==> src/rtl/hdlc_rx_pkg.sv <==
package hdlc_rx_pkg;
  localparam logic [15:0] CRC_PRESET = 16'hFFFF;
  localparam logic [15:0] CRC_POLY   = 16'h8408;
  localparam logic [15:0] CRC_RESID  = 16'hF0B8;

  // status byte field positions
  localparam int ST_CRC = 0;
  localparam int ST_LEN = 1;
  localparam int ST_OVF = 2;
  localparam int ST_ABT = 3;

  function automatic logic [15:0] crc_step(input logic [15:0] c, input logic [7:0] d);
    logic [15:0] r;
    r = c ^ {8'h00, d};
    for (int i = 0; i < 8; i++) r = r[0] ? ((r >> 1) ^ CRC_POLY) : (r >> 1);
    return r;
  endfunction

  function automatic logic [5:0] blk_size(input logic [1:0] sel);
    case (sel)
      2'b00:   return 6'd32;
      2'b01:   return 6'd16;
      2'b10:   return 6'd4;
      default: return 6'd2;
    endcase
  endfunction
endpackage

==> src/rtl/hdlc_bit_slicer.sv <==
module hdlc_bit_slicer (
  input  logic       clk,
  input  logic       rst,
  input  logic       bit_vld,
  input  logic       bit_in,
  output logic       byte_vld,
  output logic [7:0] byte_data,
  output logic       flag_hit,
  output logic       flag_aligned,
  output logic       abort_hit
);
  logic [2:0] ones;
  logic [2:0] bcnt;
  logic [7:0] sr;
  logic       in_frame;
  logic       is_stuff, is_flag, is_abort;

  assign is_stuff = !bit_in && (ones == 3'd5);
  assign is_flag  = !bit_in && (ones == 3'd6);
  assign is_abort =  bit_in && (ones == 3'd6);

  always_ff @(posedge clk) begin
    byte_vld  <= 1'b0;
    flag_hit  <= 1'b0;
    abort_hit <= 1'b0;
    if (rst) begin
      ones <= '0; bcnt <= '0; sr <= '0; in_frame <= 1'b0;
      byte_data <= '0; flag_aligned <= 1'b0;
    end else if (bit_vld) begin
      ones <= bit_in ? ((ones == 3'd7) ? 3'd7 : ones + 3'd1) : 3'd0;
      if (is_flag) begin
        flag_hit     <= 1'b1;
        flag_aligned <= in_frame && (bcnt == 3'd7);
        in_frame     <= 1'b1;
        bcnt         <= '0;
      end else if (is_abort) begin
        abort_hit <= in_frame;
        in_frame  <= 1'b0;
        bcnt      <= '0;
      end else if (in_frame && !is_stuff) begin
        sr   <= {bit_in, sr[7:1]};
        bcnt <= bcnt + 3'd1;
        if (bcnt == 3'd7) begin
          byte_vld  <= 1'b1;
          byte_data <= {bit_in, sr[7:1]};
        end
      end
    end
  end
endmodule

==> src/rtl/hdlc_frame_ctl.sv <==
module hdlc_frame_ctl
  import hdlc_rx_pkg::*;
(
  input  logic       clk,
  input  logic       rst,
  input  logic       keep_fcs,
  input  logic       byte_vld,
  input  logic [7:0] byte_data,
  input  logic       flag_hit,
  input  logic       flag_aligned,
  input  logic       abort_hit,
  input  logic       room_data,
  output logic       wr_req,
  output logic       wr_stat,
  output logic [7:0] wr_data,
  output logic       busy
);
  logic [7:0]  pend0, pend1;   // pend1 is the older byte
  logic [1:0]  pcnt;
  logic [2:0]  fbytes;         // saturating byte count of the current frame
  logic [15:0] crc;
  logic        fl, st_crc, st_len, st_abt, ovf;

  always_comb begin
    wr_req  = 1'b0;
    wr_stat = 1'b0;
    wr_data = pend1;
    if (fl) begin
      wr_req = 1'b1;
      if (pcnt == 2'd2)      wr_data = pend1;
      else if (pcnt == 2'd1) wr_data = pend0;
      else begin
        wr_stat = 1'b1;
        wr_data = '0;
        wr_data[ST_CRC] = st_crc;
        wr_data[ST_LEN] = st_len;
        wr_data[ST_OVF] = ovf;
        wr_data[ST_ABT] = st_abt;
      end
    end else if (byte_vld && pcnt == 2'd2) begin
      wr_req = 1'b1;
    end
  end

  assign busy = fl || (fbytes != 3'd0);

  always_ff @(posedge clk) begin
    if (rst) begin
      pend0 <= '0; pend1 <= '0; pcnt <= '0; fbytes <= '0; crc <= CRC_PRESET;
      fl <= 1'b0; st_crc <= 1'b0; st_len <= 1'b0; st_abt <= 1'b0; ovf <= 1'b0;
    end else begin
      if (wr_req && !wr_stat && !room_data) ovf <= 1'b1;
      if (byte_vld) begin
        pend1  <= pend0;
        pend0  <= byte_data;
        pcnt   <= (pcnt == 2'd2) ? 2'd2 : pcnt + 2'd1;
        crc    <= crc_step(crc, byte_data);
        fbytes <= (fbytes == 3'd7) ? 3'd7 : fbytes + 3'd1;
      end
      if (fl) begin
        if (pcnt != 2'd0) pcnt <= pcnt - 2'd1;
        else begin
          fl  <= 1'b0;
          ovf <= 1'b0;
        end
      end
      if (flag_hit) begin
        if (fbytes != 3'd0) begin
          fl     <= 1'b1;
          st_crc <= (crc == CRC_RESID);
          st_len <= (fbytes >= 3'd4) && flag_aligned;
          st_abt <= 1'b0;
          if (!keep_fcs) pcnt <= '0;
        end
        fbytes <= '0;
        crc    <= CRC_PRESET;
      end else if (abort_hit && fbytes != 3'd0) begin
        fl     <= 1'b1;
        st_crc <= 1'b0;
        st_len <= 1'b0;
        st_abt <= 1'b1;
        pcnt   <= '0;
        fbytes <= '0;
        crc    <= CRC_PRESET;
      end
    end
  end
endmodule

==> src/rtl/hdlc_rx_fifo.sv <==
module hdlc_rx_fifo #(
  parameter int DEPTH = 64   // power of two
) (
  input  logic                       clk,
  input  logic                       rst,
  input  logic                       wr_req,
  input  logic                       wr_stat,
  input  logic [7:0]                 wr_data,
  input  logic                       rd_en,
  output logic [7:0]                 rd_data,
  output logic                       rd_valid,
  output logic [$clog2(DEPTH+1)-1:0] level,
  output logic                       room_data,
  output logic                       wr_done
);
  localparam int AW = $clog2(DEPTH);
  localparam int LW = $clog2(DEPTH + 1);

  logic [7:0]    mem [DEPTH];
  logic [AW-1:0] wr_ptr, rd_ptr;
  logic [LW-1:0] cnt;
  logic          room_stat, rd_go;

  assign room_data = cnt < LW'(DEPTH - 1);
  assign room_stat = cnt < LW'(DEPTH);
  assign wr_done   = wr_req && (wr_stat ? room_stat : room_data);
  assign rd_go     = rd_en && (cnt != '0);
  assign level     = cnt;

  always_ff @(posedge clk) begin
    if (wr_done) mem[wr_ptr] <= wr_data;
    if (rd_go)   rd_data <= mem[rd_ptr];
  end

  always_ff @(posedge clk) begin
    if (rst) begin
      wr_ptr <= '0; rd_ptr <= '0; cnt <= '0; rd_valid <= 1'b0;
    end else begin
      rd_valid <= rd_go;
      if (wr_done) wr_ptr <= wr_ptr + AW'(1);
      if (rd_go)   rd_ptr <= rd_ptr + AW'(1);
      case ({wr_done, rd_go})
        2'b10:   cnt <= cnt + LW'(1);
        2'b01:   cnt <= cnt - LW'(1);
        default: cnt <= cnt;
      endcase
    end
  end
endmodule

==> src/rtl/hdlc_rx_pool.sv <==
module hdlc_rx_pool
  import hdlc_rx_pkg::*;
#(
  parameter int DEPTH = 64
) (
  input  logic                       clk,
  input  logic                       rst,
  input  logic                       rx_vld,
  input  logic                       rx_bit,
  input  logic                       keep_fcs,
  input  logic [1:0]                 thr_sel,
  input  logic                       rmc,
  input  logic                       rd_en,
  output logic [7:0]                 rd_data,
  output logic                       rd_valid,
  output logic [$clog2(DEPTH+1)-1:0] level,
  output logic                       pool_full,
  output logic                       frame_end
);
  logic       byte_vld, flag_hit, flag_aligned, abort_hit;
  logic [7:0] byte_data, wr_data;
  logic       wr_req, wr_stat, room_data, wr_done, busy;
  logic [1:0] act_thr;
  logic [5:0] blk_cnt, blk_nxt, size;

  hdlc_bit_slicer u_slicer (
    .clk, .rst, .bit_vld(rx_vld), .bit_in(rx_bit),
    .byte_vld, .byte_data, .flag_hit, .flag_aligned, .abort_hit
  );

  hdlc_frame_ctl u_frame (
    .clk, .rst, .keep_fcs, .byte_vld, .byte_data, .flag_hit, .flag_aligned,
    .abort_hit, .room_data, .wr_req, .wr_stat, .wr_data, .busy
  );

  hdlc_rx_fifo #(.DEPTH(DEPTH)) u_fifo (
    .clk, .rst, .wr_req, .wr_stat, .wr_data, .rd_en,
    .rd_data, .rd_valid, .level, .room_data, .wr_done
  );

  assign size    = blk_size(act_thr);
  assign blk_nxt = blk_cnt + 6'd1;

  always_ff @(posedge clk) begin
    pool_full <= 1'b0;
    frame_end <= 1'b0;
    if (rst) begin
      act_thr <= 2'b00;
      blk_cnt <= '0;
    end else begin
      if (!busy || rmc) act_thr <= thr_sel;
      if (wr_done) begin
        pool_full <= (blk_nxt >= size);
        if (wr_stat) begin
          frame_end <= 1'b1;
          blk_cnt   <= '0;
        end else begin
          blk_cnt <= (blk_nxt >= size) ? 6'd0 : blk_nxt;
        end
      end
    end
  end
endmodule

==> config.mk <==
export PLATFORM = sky130hd
export DESIGN_NAME = hdlc_rx_pool
export DESIGN_NICKNAME = d
export VERILOG_FILES = /design/src/rtl/hdlc_rx_pkg.sv /design/src/rtl/hdlc_bit_slicer.sv /design/src/rtl/hdlc_frame_ctl.sv /design/src/rtl/hdlc_rx_fifo.sv /design/src/rtl/hdlc_rx_pool.sv
export SDC_FILE = /design/constraint.sdc
export NUM_CORES = 1
export LEC_CHECK = 0
export BUFFER_PORTS_ARGS = -buffer_cell sky130_fd_sc_hd__buf_2
export CAP_MARGIN = 20
export CORE_ASPECT_RATIO = 1.1
export CORE_UTILIZATION = 35
export DETAILED_ROUTE_END_ITERATION = 8
export SETUP_SLACK_MARGIN = 0.4
export SLEW_MARGIN = 20
export SYNTH_ARGS = -nofsm -noshare
export SYNTH_HDL_FRONTEND = slang
export SYNTH_SLANG_ARGS = --single-unit
==> constraint.sdc <==
create_clock -name clk -period 7.4 [get_ports clk]
set_input_delay 1.11 -clock clk [delete_from_list [all_inputs] [get_ports clk]]
set_output_delay 1.11 -clock clk [all_outputs]
set_load 0.03 [all_outputs]
After elaboration in Yosys (flattened, before gate mapping)
Memories as Yosys holds them, arrays and structs flattened. A register that Yosys moved wholly into a read port is not among the register bits. Cells that the tools add are included.

Register bits: 99. Memory bits (writable): 512. Input bits: 9. Output and inout bits: 18. Logic and storage cells: 165. Memories kept: 1.

Memory list: u_fifo.mem (depth 64, width 8, rd ports 1, clocked after memory_dff 1, wr ports 1, line hdlc_rx_fifo.sv:19) `logic [7:0] mem [DEPTH];`.

Add/subtract/negate cells: 10. Order comparisons: 4. Eq/ne operators: 13. Multiplexer cells: 58. Bitwise logic cells: 14. Reduce and logical (&&, ||, !) cells: 38.

Operators with widths (count): $mux W16 (8); $mux W1 (29); $mux W8 (3); $not A2 Y3 (8); $add A6 B1 Y6 const B (3); $mux W3 (6); $pmux W6 S3 (1); $eq A16 B16 Y1 const B (1); $mux W2 (8); $xor A16 B8 Y16 (1); $eq A3 B3 Y1 const B (5); $pmux W7 S2 (1); $logic_and A1 B1 Y1 (12); $mux W6 (2); $add A3 B1 Y3 const B (3); $reduce_and A2 Y1 (4); $reduce_bool A2 Y1 (4); $add A7 B1 Y7 const B (1); $lt A7 B6 Y1 const B (1); $lt A7 B7 Y1 const B (1); $reduce_bool A7 Y1 (1); $sub A7 B1 Y7 const B (1); $eq A2 B1 Y1 const B (3); $eq A2 B2 Y1 const B (3); 16 further kinds (27).

Depth between registers and ports, before layout
Depth after elaboration: 17. Mapped depth: 15. Mapped depth without buffers: 14.

By module
A second synthesis with hierarchy kept.

Cell total of the unflattened synthesis: 1513. Area total of the unflattened synthesis: 25062.8 µm².

By module, submodules not included: hdlc_rx_fifo (times used 1, cells each 1113, area an instance 21319.2 µm², seq. area each 16015.4 µm²); hdlc_frame_ctl (times used 1, cells each 230, area an instance 2062.0 µm², seq. area each 840.8 µm²); hdlc_bit_slicer (times used 1, cells each 112, area an instance 1128.6 µm², seq. area each 520.5 µm²); hdlc_rx_pool (times used 1, cells each 58, area an instance 553.0 µm², seq. area each 200.2 µm²).

Least setup slack after synthesis
OpenSTA, ideal clock, no wires.

Path kind: register to register. From: reg u_frame.pcnt[0]. To: mem u_fifo.mem[0][2], data pin. Setup time: 0.702 ns. Data arrival time: 3.583 ns. Data required time: 6.698 ns. Slack: 3.115 ns. Cell stages (with the launch flop): 6. Path buffers: 1. Clock period less this slack: 4.285 ns. Path through: dfxtp_1 -> inv_1 -> ha_1 -> nand2b_1 -> clkbuf_1 -> o21ai_0.

Word-level cells in the longest chain between the ends: 4. Elaborated cells between the ends (all ways): 5. Those cells by class: eq/ne (2); mux (3).

RTL lines: start: declaration (line hdlc_frame_ctl.sv:19) `logic [1:0] pcnt;`; start signal: assignment (line hdlc_frame_ctl.sv:56) `pcnt <= (pcnt == 2'd2) ? 2'd2 : pcnt + 2'd1;`; start signal: assignment (line hdlc_frame_ctl.sv:61) `if (pcnt != 2'd0) pcnt <= pcnt - 2'd1;`; $eq A2 B1 Y1 (line hdlc_frame_ctl.sv:31) `else if (pcnt == 2'd1) wr_data = pend0;`; $mux W8 (line hdlc_frame_ctl.sv:31); $mux W8 * (line hdlc_frame_ctl.sv:30) `if (pcnt == 2'd2) wr_data = pend1;`; $mux W8 * (line hdlc_frame_ctl.sv:28) `if (fl) begin`; via u_fifo.wr_data[2] (line hdlc_rx_fifo.sv:8) `input logic [7:0] wr_data,`; end: declaration (line hdlc_rx_fifo.sv:19).

Mark *: on every way through the listed nets, which the timed path passes. The rest lies on a longest branch.

Worst setup path after layout
From: reg u_fifo.cnt[2] (netlist: u_fifo.level[2]). To: reg u_fifo.cnt[6] (netlist: u_fifo.level[6]).

Elaborated cells between the ends (all ways): 12. Those cells by class: add/sub (2); order compare (2); eq/ne (2); mux (2); reduce/logical (4).

RTL lines: start: declaration (line hdlc_rx_fifo.sv:21) `logic [LW-1:0] cnt;`; start signal: assignment (line hdlc_rx_fifo.sv:43) `2'b10: cnt <= cnt + LW'(1);`; start signal: assignment (line hdlc_rx_fifo.sv:44) `2'b01: cnt <= cnt - LW'(1);`; start signal: assignment (line hdlc_rx_fifo.sv:45) `default: cnt <= cnt;`; $reduce_bool A7 Y1 * (line hdlc_rx_fifo.sv:27) `assign rd_go = rd_en && (cnt != '0);`; $logic_and A1 B1 Y1 * (line hdlc_rx_fifo.sv:27); via u_fifo.rd_go (line hdlc_rx_fifo.sv:22) `logic room_stat, rd_go;`; $eq A2 B1 Y1 / $eq A2 B2 Y1 (equally long branches) (line hdlc_rx_fifo.sv:42) `case ({wr_done, rd_go})`; $pmux W7 S2 / $reduce_bool A2 Y1 (equally long branches).

Marked as above. A chain may end at the register's enable or synchronous reset.

==> impl_metrics.tcl <==
set metrics [dict create \
    power_density_nw_per_um2 242 \
    reg2reg_from "u_fifo.level[2]" \
    final_cell_mix "edfxtp_1 (520), nor2_1 (127), mux4_2 (111), dfxtp_1 (94), nand2_1 (91)" \
    p_leak_nw 8.53 \
    yosysWarnings 0 \
    dp_hpwl_um 33300 \
    drt-vias-per-instance 5.25 \
    reg2reg_to "u_fifo.level[6]" \
    yosysSeqAreaShare_pct 70.7 \
    clk_root_buffer_cell "clkbuf_16" \
    cts_resized 0 \
    grt_pass1_wl_um 84300 \
    fin_nets 1542 \
    instances_no_fill 2494 \
    cp_data_required_time_ns 7.88 \
    wl_per_cell_um 22.3 \
    finalMaxSlewViolations 0 \
    yosysUniqueCellTypes 66 \
    drv_cap 0 \
    ir_drop_v 0.000148 \
    clk_pin_slew_ns 0.06 \
    cts_max_level 3 \
    fp-row-count 102 \
    setup_viol 0 \
    ant_nets 0 \
    dieArea_um2 72100 \
    status "complete, no violations" \
    antenna_cells 0 \
    crit_start "u_fifo.level[2]" \
    postSynthAreaPerCell_um2 16.8 \
    groute.usage.overall_pct 15.6 \
    clk_latency_ns 0.60 \
    cts_tree "yes" \
    die_h_um 282 \
    ctsLongestPathBuffers 3 \
    worstSetupPathType "reg -> reg" \
    drc 0 \
    syn-num-nets 1513 \
    rrSetupSlack_ns 3.41 \
    syn-cell-area_um2 24900 \
    pwr-share-comb_pct 0.3 \
    fin_util_pct 39.7 \
    antenna_found_initial 0 \
    p_switching_mw 1.34 \
    cts.sinks 618 \
    core-area_um2 70300 \
    grt_max_degree 85 \
    io_buffers 26 \
    period_share_pct 53.9 \
    timing.fmax_mhz 251 \
    worst_hold_slack_ns 0.472 \
    synth-edff-count 520 \
    design_area_um2 27900 \
    rsz0062_at_grt "false" \
    die_w_um 256 \
    fin_skew_ns 0.0190 \
    first_pass_iters 5 \
    hold_path_class "reg -> reg" \
    crit_path_start_kind "flop" \
    crit_end "u_fifo.level[6]" \
    placed_area_um2 26000 \
    synthCells 1479 \
    first_iter_violations 1098 \
    r2r.worst_path.cells 10 \
    async_reset_ff_share_pct 0 \
    pwr-share-seq_pct 55.0 \
    drive_above_1_share_pct 18.3 \
    crit_fanout 14 \
    gp_congestion 0.770 \
    switching_share_pct 19.8 \
    dp_cells 2376 \
    start_util_pct 35.4 \
    worstMarginPinSlew_ns 1.12 \
    p_clk_share_pct 44.6 \
    p_int_mw 5.42 \
    cts_buffers 66 \
    ys_ff_latch 618 \
    hold_violations 0 \
    endpoint_kind "flop" \
    post-route-min-period_ns 3.99 \
    post-cts-setup-buffers 0 \
    num_vias 13100 \
    final_common_cell "edfxtp_1" \
    totalWireLength_um 55500 \
    setup-tns-final_ns 0 \
    maxSlewHeadroom_pct 24.9 \
    num_io_pins 27 \
    ys.flop_type "edfxtp_1" \
    grt_pass1_vias 13300 \
    syn_to_final_growth_pct 12.4 \
    ctsHoldBuffers 0 \
    grt_overflow 0 \
    cp.arrival_ns 4.47 \
]
power groups by stage:
stage / Combinational, mW / Clock (mW) / Sequential (mW)
global placement: 0.0219 / 0 / 3.79
finish: 0.0221 / 3.02 / 3.72
CTS: 0.0224 / 3.09 / 3.72
detailed placement: 0.0223 / 0 / 3.79
floorplan: 0.0156 / 0 / 3.79
global route: 0.0247 / 3.21 / 3.72
per-stage QoR:
| step | total power, mW | setup WS, ns |
|---|---|---|
| after global placement | 3.81 | 3.52 |
| after CTS | 6.83 | 3.35 |
| after global routing | 6.96 | 3.11 |
| final | 6.76 | 3.41 |
| after floorplan | 3.81 | 3.12 |
| after detailed placement | 3.82 | 3.39 |
per-layer routing:
layer,track usage (%),up-vias,wire (µm)
li1,-,5860,-
met1,21.4,6745,24400
met2,25.3,397,26600
met3,2.60,80,3380
met4,5.27,0,1150
met5,0,-,0
Yosys cell counts (4+ instances only):
cell type  number  area, µm²
dfxtp_1        98       1960
clkbuf_1       44        165
nor2_1        127        477
buf_6           7       78.8
buf_2          19       95.1
a221oi_1        4       35.0
or3b_2          4       35.0
a211oi_1       19        143
ha_1           24        300
a21o_1          8       60.1
xnor2_1        22        193
edfxtp_1      520      15600
and2_1          5       31.3
a32oi_1         4       35.0
a22oi_1        17        128
mux2_2          8       90.1
nand3_1        23        115
buf_4           8       60.1
mux4_2        111       2500
o21ai_0        22        110
mux2i_1        76        761
nor2b_1        10       62.6
buf_1           8       30.0
o221ai_1        7       61.3
inv_1          18       67.6
nand2_1        91        342
nor3_1         10       50.1
a21oi_1        47        235
nand2b_1       10       62.6
a22o_1         11       96.3
or2_2           4       25.0
xor2_1         16        140
nand4b_1        6       52.6
o22ai_1        13       81.3
nand3b_1        7       52.6
area by class of cell:
| cell class | count | area (µm²) |
|---|---|---|
| multi-input combinational | 756 | 6860 |
| fill | 6329 | 42400 |
| sequential | 618 | 17600 |
| inverter | 18 | 67.6 |
| timing repair buffer | 48 | 308 |
| tap | 936 | 1170 |
| clock buffer | 87 | 1770 |
| clock inverter | 31 | 180 |
cell families (layout without fill, tap and decap cells):
kind of cell,after synthesis,after routing,synth area share (%)
xor gates and xnor gates,38,38,1.34
buffers and inverters,105,184,2.08
AOI/OAI and AO/OA,182,182,5.09
muxes,198,198,13.8
adders and majority gates,25,25,1.29
DFF,618,618,70.7
and+or+nand+nor,313,313,5.72
flip-flops by register name, summed over array words and instances (netlist names), 3 cells and up:
name / count
u_fifo.mem: 512
u_frame.crc: 16
u_fifo.rd_data: 8
u_frame.pend0: 8
u_frame.pend1: 8
u_slicer.byte_data: 8
u_fifo.level: 7
u_slicer.sr: 7
blk_cnt: 6
u_fifo.rd_ptr: 6
u_fifo.wr_ptr: 6
u_frame.fbytes: 3
u_slicer.bcnt: 3
u_slicer.ones: 3
worst min-delay path by stage:
stage | startpoint | endpoint | slack (ns) | depth (start not counted)
floorplan | u_slicer.sr[1] | u_slicer.sr[1] | 0.44 | 2
global placement | u_slicer.sr[1] | u_slicer.sr[1] | 0.44 | 2
detailed placement | u_slicer.sr[3] | u_slicer.sr[2] | 0.46 | 2
CTS | u_slicer.sr[4] | u_slicer.sr[4] | 0.47 | 2
global route | u_slicer.sr[1] | u_slicer.sr[1] | 0.49 | 2
finish | u_slicer.sr[4] | u_slicer.sr[3] | 0.47 | 2
worst max-delay path, stage by stage (launching register included):
cell and delay (ns):
dfxtp_1 0.35, or4_1 0.57, o41ai_2 0.45, inv_1 0.47
ha_1 0.48, ha_1 0.37, nor2b_1 0.15, o21a_1 0.20
o2111a_1 0.25, a211oi_1 0.24, mux2_2 0.36
(Power assumes the default switching activity.)
